[src/rtl/wdt_pkg.sv]
// Shared types for the toggle-serviced watchdog.
// Assumes: single clock domain after the input synchronizer.
package wdt_pkg;

    // Reasons the timeout counter is forced to zero in a cycle.
    typedef struct packed {
        logic blk_reset;   // block reset low
        logic sys_reset;   // system reset active
        logic disabled;    // service line treated as floating
        logic serviced;    // level change seen on the service line
    } wdt_clear_t;

    // True when any clear reason is present.
    function automatic logic wdt_any_clear(input wdt_clear_t c);
        return c.blk_reset | c.sys_reset | c.disabled | c.serviced;
    endfunction

endpackage

[src/rtl/wdt_sync.sv]
// Multi-flop synchronizer for one asynchronous level.
// Assumes: input pulses last longer than one clock period.
module wdt_sync #(
    parameter int STAGES = 2
) (
    input  logic clk,
    input  logic rst_n,
    input  logic async_in,
    output logic sync_out
);
    localparam int LAST = STAGES - 1;

    logic [LAST:0] chain;

    generate
        for (genvar i = 0; i < STAGES; i++) begin : g_stage
            if (i == 0) begin : g_first
                // Capture the raw asynchronous level.
                always_ff @(posedge clk) begin
                    if (!rst_n) chain[0] <= 1'b0;
                    else        chain[0] <= async_in;
                end
            end else begin : g_next
                // Pass the level on one stage to let metastability settle.
                always_ff @(posedge clk) begin
                    if (!rst_n) chain[i] <= 1'b0;
                    else        chain[i] <= chain[i-1];
                end
            end
        end
    endgenerate

    assign sync_out = chain[LAST];
endmodule

[src/rtl/wdt_edge_det.sv]
// Reports any level change (rising or falling) of a synchronized input.
// Assumes: the input is already in the clk domain.
module wdt_edge_det (
    input  logic clk,
    input  logic rst_n,
    input  logic level,
    output logic changed
);
    logic level_d;

    // Keep the previous sample for comparison.
    always_ff @(posedge clk) begin
        if (!rst_n) level_d <= 1'b0;
        else        level_d <= level;
    end

    assign changed = level ^ level_d;
endmodule

[src/rtl/wdt_counter.sv]
// Saturating quiet-time counter with a registered one-cycle expiry pulse.
// Assumes: LIMIT >= 2; clear has priority over counting.
module wdt_counter #(
    parameter int LIMIT = 80_000_000
) (
    input  logic clk,
    input  logic clear,
    output logic expire
);
    localparam int CW = $clog2(LIMIT + 1);
    localparam logic [CW-1:0] CNT_MAX  = CW'(LIMIT);
    localparam logic [CW-1:0] CNT_LAST = CW'(LIMIT - 1);

    logic [CW-1:0] cnt;

    // Count quiet cycles, stop at the limit, restart on clear.
    always_ff @(posedge clk) begin
        if (clear)               cnt <= '0;
        else if (cnt != CNT_MAX) cnt <= cnt + 1'b1;
    end

    // Pulse once when the count reaches the limit.
    always_ff @(posedge clk) begin
        if (clear) expire <= 1'b0;
        else       expire <= (cnt == CNT_LAST);
    end
endmodule

[src/rtl/wdt_toggle_watchdog.sv]
// Toggle-serviced watchdog: strobes when the service line has not
// changed level for TIMEOUT_CYCLES clock cycles.
// Assumes: synchronous active-low rst_n; clk fast enough to sample the
// narrowest service pulse.
module wdt_toggle_watchdog
    import wdt_pkg::*;
#(
    parameter int TIMEOUT_CYCLES = 80_000_000,
    parameter int SYNC_STAGES    = 2
) (
    input  logic clk,
    input  logic rst_n,
    input  logic wdog_in,
    input  logic sys_reset_active,
    input  logic wdog_disable,
    output logic timeout_strobe
);
    logic       svc_level;
    logic       svc_edge;
    wdt_clear_t clr;

    wdt_sync #(.STAGES(SYNC_STAGES)) u_sync (
        .clk      (clk),
        .rst_n    (rst_n),
        .async_in (wdog_in),
        .sync_out (svc_level)
    );

    wdt_edge_det u_edge (
        .clk     (clk),
        .rst_n   (rst_n),
        .level   (svc_level),
        .changed (svc_edge)
    );

    // Gather every reason to restart the window.
    always_comb begin
        clr.blk_reset = !rst_n;
        clr.sys_reset = sys_reset_active;
        clr.disabled  = wdog_disable;
        clr.serviced  = svc_edge;
    end

    wdt_counter #(.LIMIT(TIMEOUT_CYCLES)) u_cnt (
        .clk    (clk),
        .clear  (wdt_any_clear(clr)),
        .expire (timeout_strobe)
    );
endmodule

[config.mk]
export PLATFORM = sky130hd
export DESIGN_NAME = wdt_toggle_watchdog
export DESIGN_NICKNAME = d
export VERILOG_FILES = /design/src/rtl/wdt_pkg.sv /design/src/rtl/wdt_sync.sv /design/src/rtl/wdt_edge_det.sv /design/src/rtl/wdt_counter.sv /design/src/rtl/wdt_toggle_watchdog.sv
export SDC_FILE = /design/constraint.sdc
export NUM_CORES = 1
export LEC_CHECK = 0
export BUFFER_PORTS_ARGS = -buffer_cell sky130_fd_sc_hd__clkbuf_2
export CAP_MARGIN = 20
export CORE_UTILIZATION = 67
export CTS_BUF_LIST = sky130_fd_sc_hd__clkbuf_4 sky130_fd_sc_hd__clkbuf_8
export DETAILED_ROUTE_END_ITERATION = 7
export GPL_TIMING_DRIVEN = 1
export PLACE_DENSITY = 0.81
export RECOVER_POWER = 25
export SYNTH_ARGS = -nofsm -noshare
export SYNTH_HDL_FRONTEND = slang
export SYNTH_HIERARCHICAL = 1
export SYNTH_SLANG_ARGS = --single-unit
[constraint.sdc]
create_clock -name clk -period 4.4 [get_ports clk]
set_clock_uncertainty 0.15 [all_clocks]
set_input_delay 0.44 -clock clk [delete_from_list [all_inputs] [get_ports clk]]
set_output_delay 0.44 -clock clk [all_outputs]
set_load 0.1 [all_outputs]
# Yosys cells after proc, flatten, opt, wreduce, memory -nomap -nowiden
# Index checks and enable logic that the tools add are counted.
[classes] n_addsub=1 n_eq_ne=2 bitwise_logic=4 reduce_logical=1
[ops] cell="adder 27 x 1 -> 27 bit, second input constant" n=1
[ops] cell="== test 27 bit, second input constant" n=1
[ops] cell="!= test 27 bit, second input constant" n=1
[ops] cell="bitwise OR 1 bit" n=3
[ops] cell="logical NOT 1 bit" n=1
[ops] cell="bitwise XOR 1 bit" n=1
[word_totals] register_bits=31 in_bits=5 out_inout_bits=1 elab_cells=13

# Depth between registers and ports, before layout
[logic_depth] depth_word=4 depth_mapped=6

# Modules after synthesis
# The synthesis kept the hierarchy.
[by_module_without_submodules] module="wdt_counter" n_inst=1 cells_each=163 area_per_inst_um2=1407.6 seq_area_each_um2=560.5
[by_module_without_submodules] module="wdt_sync" n_inst=1 cells_each=4 area_per_inst_um2=52.6 seq_area_each_um2=40.0
[by_module_without_submodules] module="wdt_edge_det" n_inst=1 cells_each=3 area_per_inst_um2=36.3 seq_area_each_um2=20.0
[by_module_without_submodules] module="wdt_toggle_watchdog" n_inst=1 cells_each=1 area_per_inst_um2=10.0 seq_area_each_um2=0.0

# Worst setup path before layout
# OpenSTA, ideal clock, no wires.
[synth_path] path_kind="reg2reg" startpoint="reg u_cnt.cnt[0]" endpoint="reg u_cnt.cnt[26]" setup_time_ps=123 arrival_ps=1925 slack_ps=2202 path_stages_with_launch=7 path_buffers=1 cell_sequence="dfxtp_1 -> ha_1 -> nand3_2 -> or4_4 -> buf_6 -> nor4_2 -> mux2_1"
[synth_via] elab_chain_len=1
[synth_lines] item="start: declaration" line="wdt_counter.sv:14" rtl="logic [CW-1:0] cnt;"
[synth_lines] item="start signal: assignment" line="wdt_counter.sv:19" rtl="else if (cnt != CNT_MAX) cnt <= cnt + 1'b1;"
[synth_lines] item="adder 27 x 1 -> 27 bit / != test 27 bit (equally long branches)" line="wdt_counter.sv:19"
# Several ways; a longest one is shown, not always the timed one.
# A chain may end at the register's enable or synchronous reset.

# Worst setup path in the final report
[layout_path] startpoint="reg u_cnt.cnt[0]" endpoint="reg u_cnt.cnt[24]"
# The elaborated chain is that of the path after synthesis.

==> impl_metrics.yaml <==
floorplanning:
  fp.dieH_um: 49.42
  rows: 16
  die_area_sq_um: 2442
  die_x_um: 49.42
  core-area_sq_um: 2042
  io_pins: 6
  initial_core_util_pct: 73.77
route:
  ant_nets: 0
  num_vias: 1265
  vias_per_cell: 6.232
  drt_pass1_iterations: 4
  drt_iter0_markers: 34
  wl_um: 2905
  drc: 0
  routedWlPerCell_um: 14.31
placement:
  numPortBuffers: 5
  post-dp-hpwl_um: 1977
  dpl.cell_count: 196
  placed_area_sq_um: 1523
  gp_congestion: 0.7818
  dp_slack_ns: 2.102
worst_setup_path:
  cp_max_fo: 13
  worstPathRequired_ns: 4.49
  crit_type: "register to register"
  critPathSlowestCell: "or4_4"
  crit_path_end_kind: "register"
  critPathArrivalTime_ns: 2.42
  cp_slowest_stage_delay_ns: 0.60
  crit_buf_inv: 0
  start_kind: "register"
  critical_path.top_delay_family: "simple AND/OR/NAND/NOR gates"
  path_cells: "ha_1, nand3_2, or4_4, or4_1, a21oi_1"
yosys:
  ys_seq_area_share_pct: 41.20
  synth_cells: 171
  synth_top_cell_by_area: "dfxtp_1"
  synthTopCellsByArea: "dfxtp_1 (41%), a21oi_1 (6.0%), o21ai_0 (3.7%)"
  synth_edf_count: 0
  synthTopCellsByCount: "dfxtp_1 (31), a21oi_1 (18), nor2_1 (11), o21ai_0 (11), nand3_1 (8)"
  synth_cell_type_count: 35
  synth_top_cell_area_share_pct: 41.20
  syn_area_per_cell_sq_um: 8.810
  ys.warnings.count: 6
  ys.flop_type: "dfxtp_1"
  synth.cell_area_sq_um: 1506
  synth.net_count: 178
  synth_async_sr_flop_share_pct: 0
  synth_most_common_cell: "dfxtp_1"
  synth-seq-cells: 31
clock_tree:
  cts.sinks: 31
  cts_root_buf: "clkbuf_4"
  cts_tree: "yes"
  cts_resized: 0
  cts_max_level: 2
  cts_buffers: 5
  clk_pin_slew_ns: 0.09
  ctsHoldBuffers: 0
  clock_path_buffers: 2
  cts_setup_buffers: 0
  clock_latency_ns: 0.32
grt:
  overflow: 0
  grt_start_max_net_pins: 32
  grt_pass1_vias: 1141
  grt_pass1_wl_um: 4850
  grt_usage_pct: 26.36
  antenna_found_initial: 0
flow_run:
  drv_cap: 0
sta:
  max_freq_ghz: 0.4292
  rsz0062_at_grt: "no"
  holdWs_ns: 0.1691
  setup_violations: 0
  slew_headroom_pct: 23.32
  setup_tns_ns: 0
  drv_slew: 0
  period_needed_ns: 2.330
  fin_ws_ns: 2.070
  worst_pin_slew_ns: 1.155
  hold_violations: 0
  period_share_pct: 52.95
pwr:
  cellPowerDensity_nw_per_um2: 289.1
  power_uw: 455.8
  irDropWorstVdd_uv: 221.7
  power_leakage_nw: 0.4632
layout:
  n_fill_cell: 168
  fin_util_pct: 77.21
  final_nets: 183
  diodes: 0
  drive_above_1_share_pct: 11.36
  fin_cells: 203
  synthToLayoutAreaGrowth_pct: 4.651
  design_area_sq_um: 1577
worst_hold_path:
  hp-class: "input port to register"
outcome:
  outcome: "finished, final reports clean"
[path summary, 6_finish.rpt]
kind	endpoint	from	depth (start not counted)	slack [ns]
hold / removal	u_sync/chain[0]$_SDFF_PN0_	wdog_in	2	0.17
setup reg to reg	u_cnt/cnt[24]$_SDFFE_PP0P_	u_cnt/cnt[0]$_SDFFE_PP0P_	5	2.07
hold reg to reg	u_sync/sync_out$_SDFF_PN0_	u_sync/chain[0]$_SDFF_PN0_	1	0.30
setup / recovery	u_cnt/cnt[24]$_SDFFE_PP0P_	u_cnt/cnt[0]$_SDFFE_PP0P_	5	2.07
[area by class of cell]
class	count	area (sq um)	area share [%]
Clock buffer	6	51.30	3.254
Clock inverter	1	5.005	0.3175
Inverter	7	26.28	1.667
Multi-Input combinational cell	126	817.0	51.83
Sequential cell	31	620.6	39.37
Tap cell	27	33.78	2.143
Timing Repair Buffer	5	22.52	1.429
[layout by cell type (no fill, tap or decap), types with 7 or more instances in the layout]
| master | count |
|---|---|
| nand3_1 | 8 |
| o21ai_0 | 11 |
| dfxtp_1 | 31 |
| nor2_1 | 11 |
| nand2_1 | 7 |
| or3_1 | 7 |
| inv_1 | 7 |
| a21oi_1 | 18 |
[layer usage]
layer | up-vias | routed length (um) | GRT usage (%)
met1 | 589 | 1349 | 32.55
li1 | 643 | - | -
met3 | 6 | 112 | 6.542
met5 | - | 0 | 0
met2 | 27 | 1416 | 44.75
met4 | 0 | 26 | 8.571
[cells by family (layout without fill, tap and decap cells)]
kind of cell             Yosys count  after routing  synth area share, %
AO/OA/AOI/OAI                     35             35                12.62
XOR/XNOR                           8              8                4.651
adder cells (fa/ha/maj)            2              2                1.661
buffers and inverters             14             19                4.568
flip-flops                        31             31                41.20
multiplexers                       3              3                2.242
AND/OR/NAND/NOR                   78             78                33.06
[worst register-to-register path: cells and delay by family, from the launching register on]
family          cells  cell delay, ns
compound gates      1            0.16
flops               1            0.42
fa+ha+maj           1            0.23
simple gates        3            1.28
[registers in the layout (all words and copies together), names as in the netlist]
name / count
u_cnt/cnt: 27
u_cnt/expire: 1
u_edge/level_d: 1
u_sync/chain: 1
u_sync/sync_out: 1
[power breakdown]
group          leakage (nW)  switching (mW)  internal [mW]  total, mW
Combinational         0.179         0.00518        0.00321    0.00838
Sequential            0.250         0.00107          0.282      0.283
Clock                0.0341          0.0906         0.0739      0.164
Note: power is estimated with default switching activity, not from simulation.
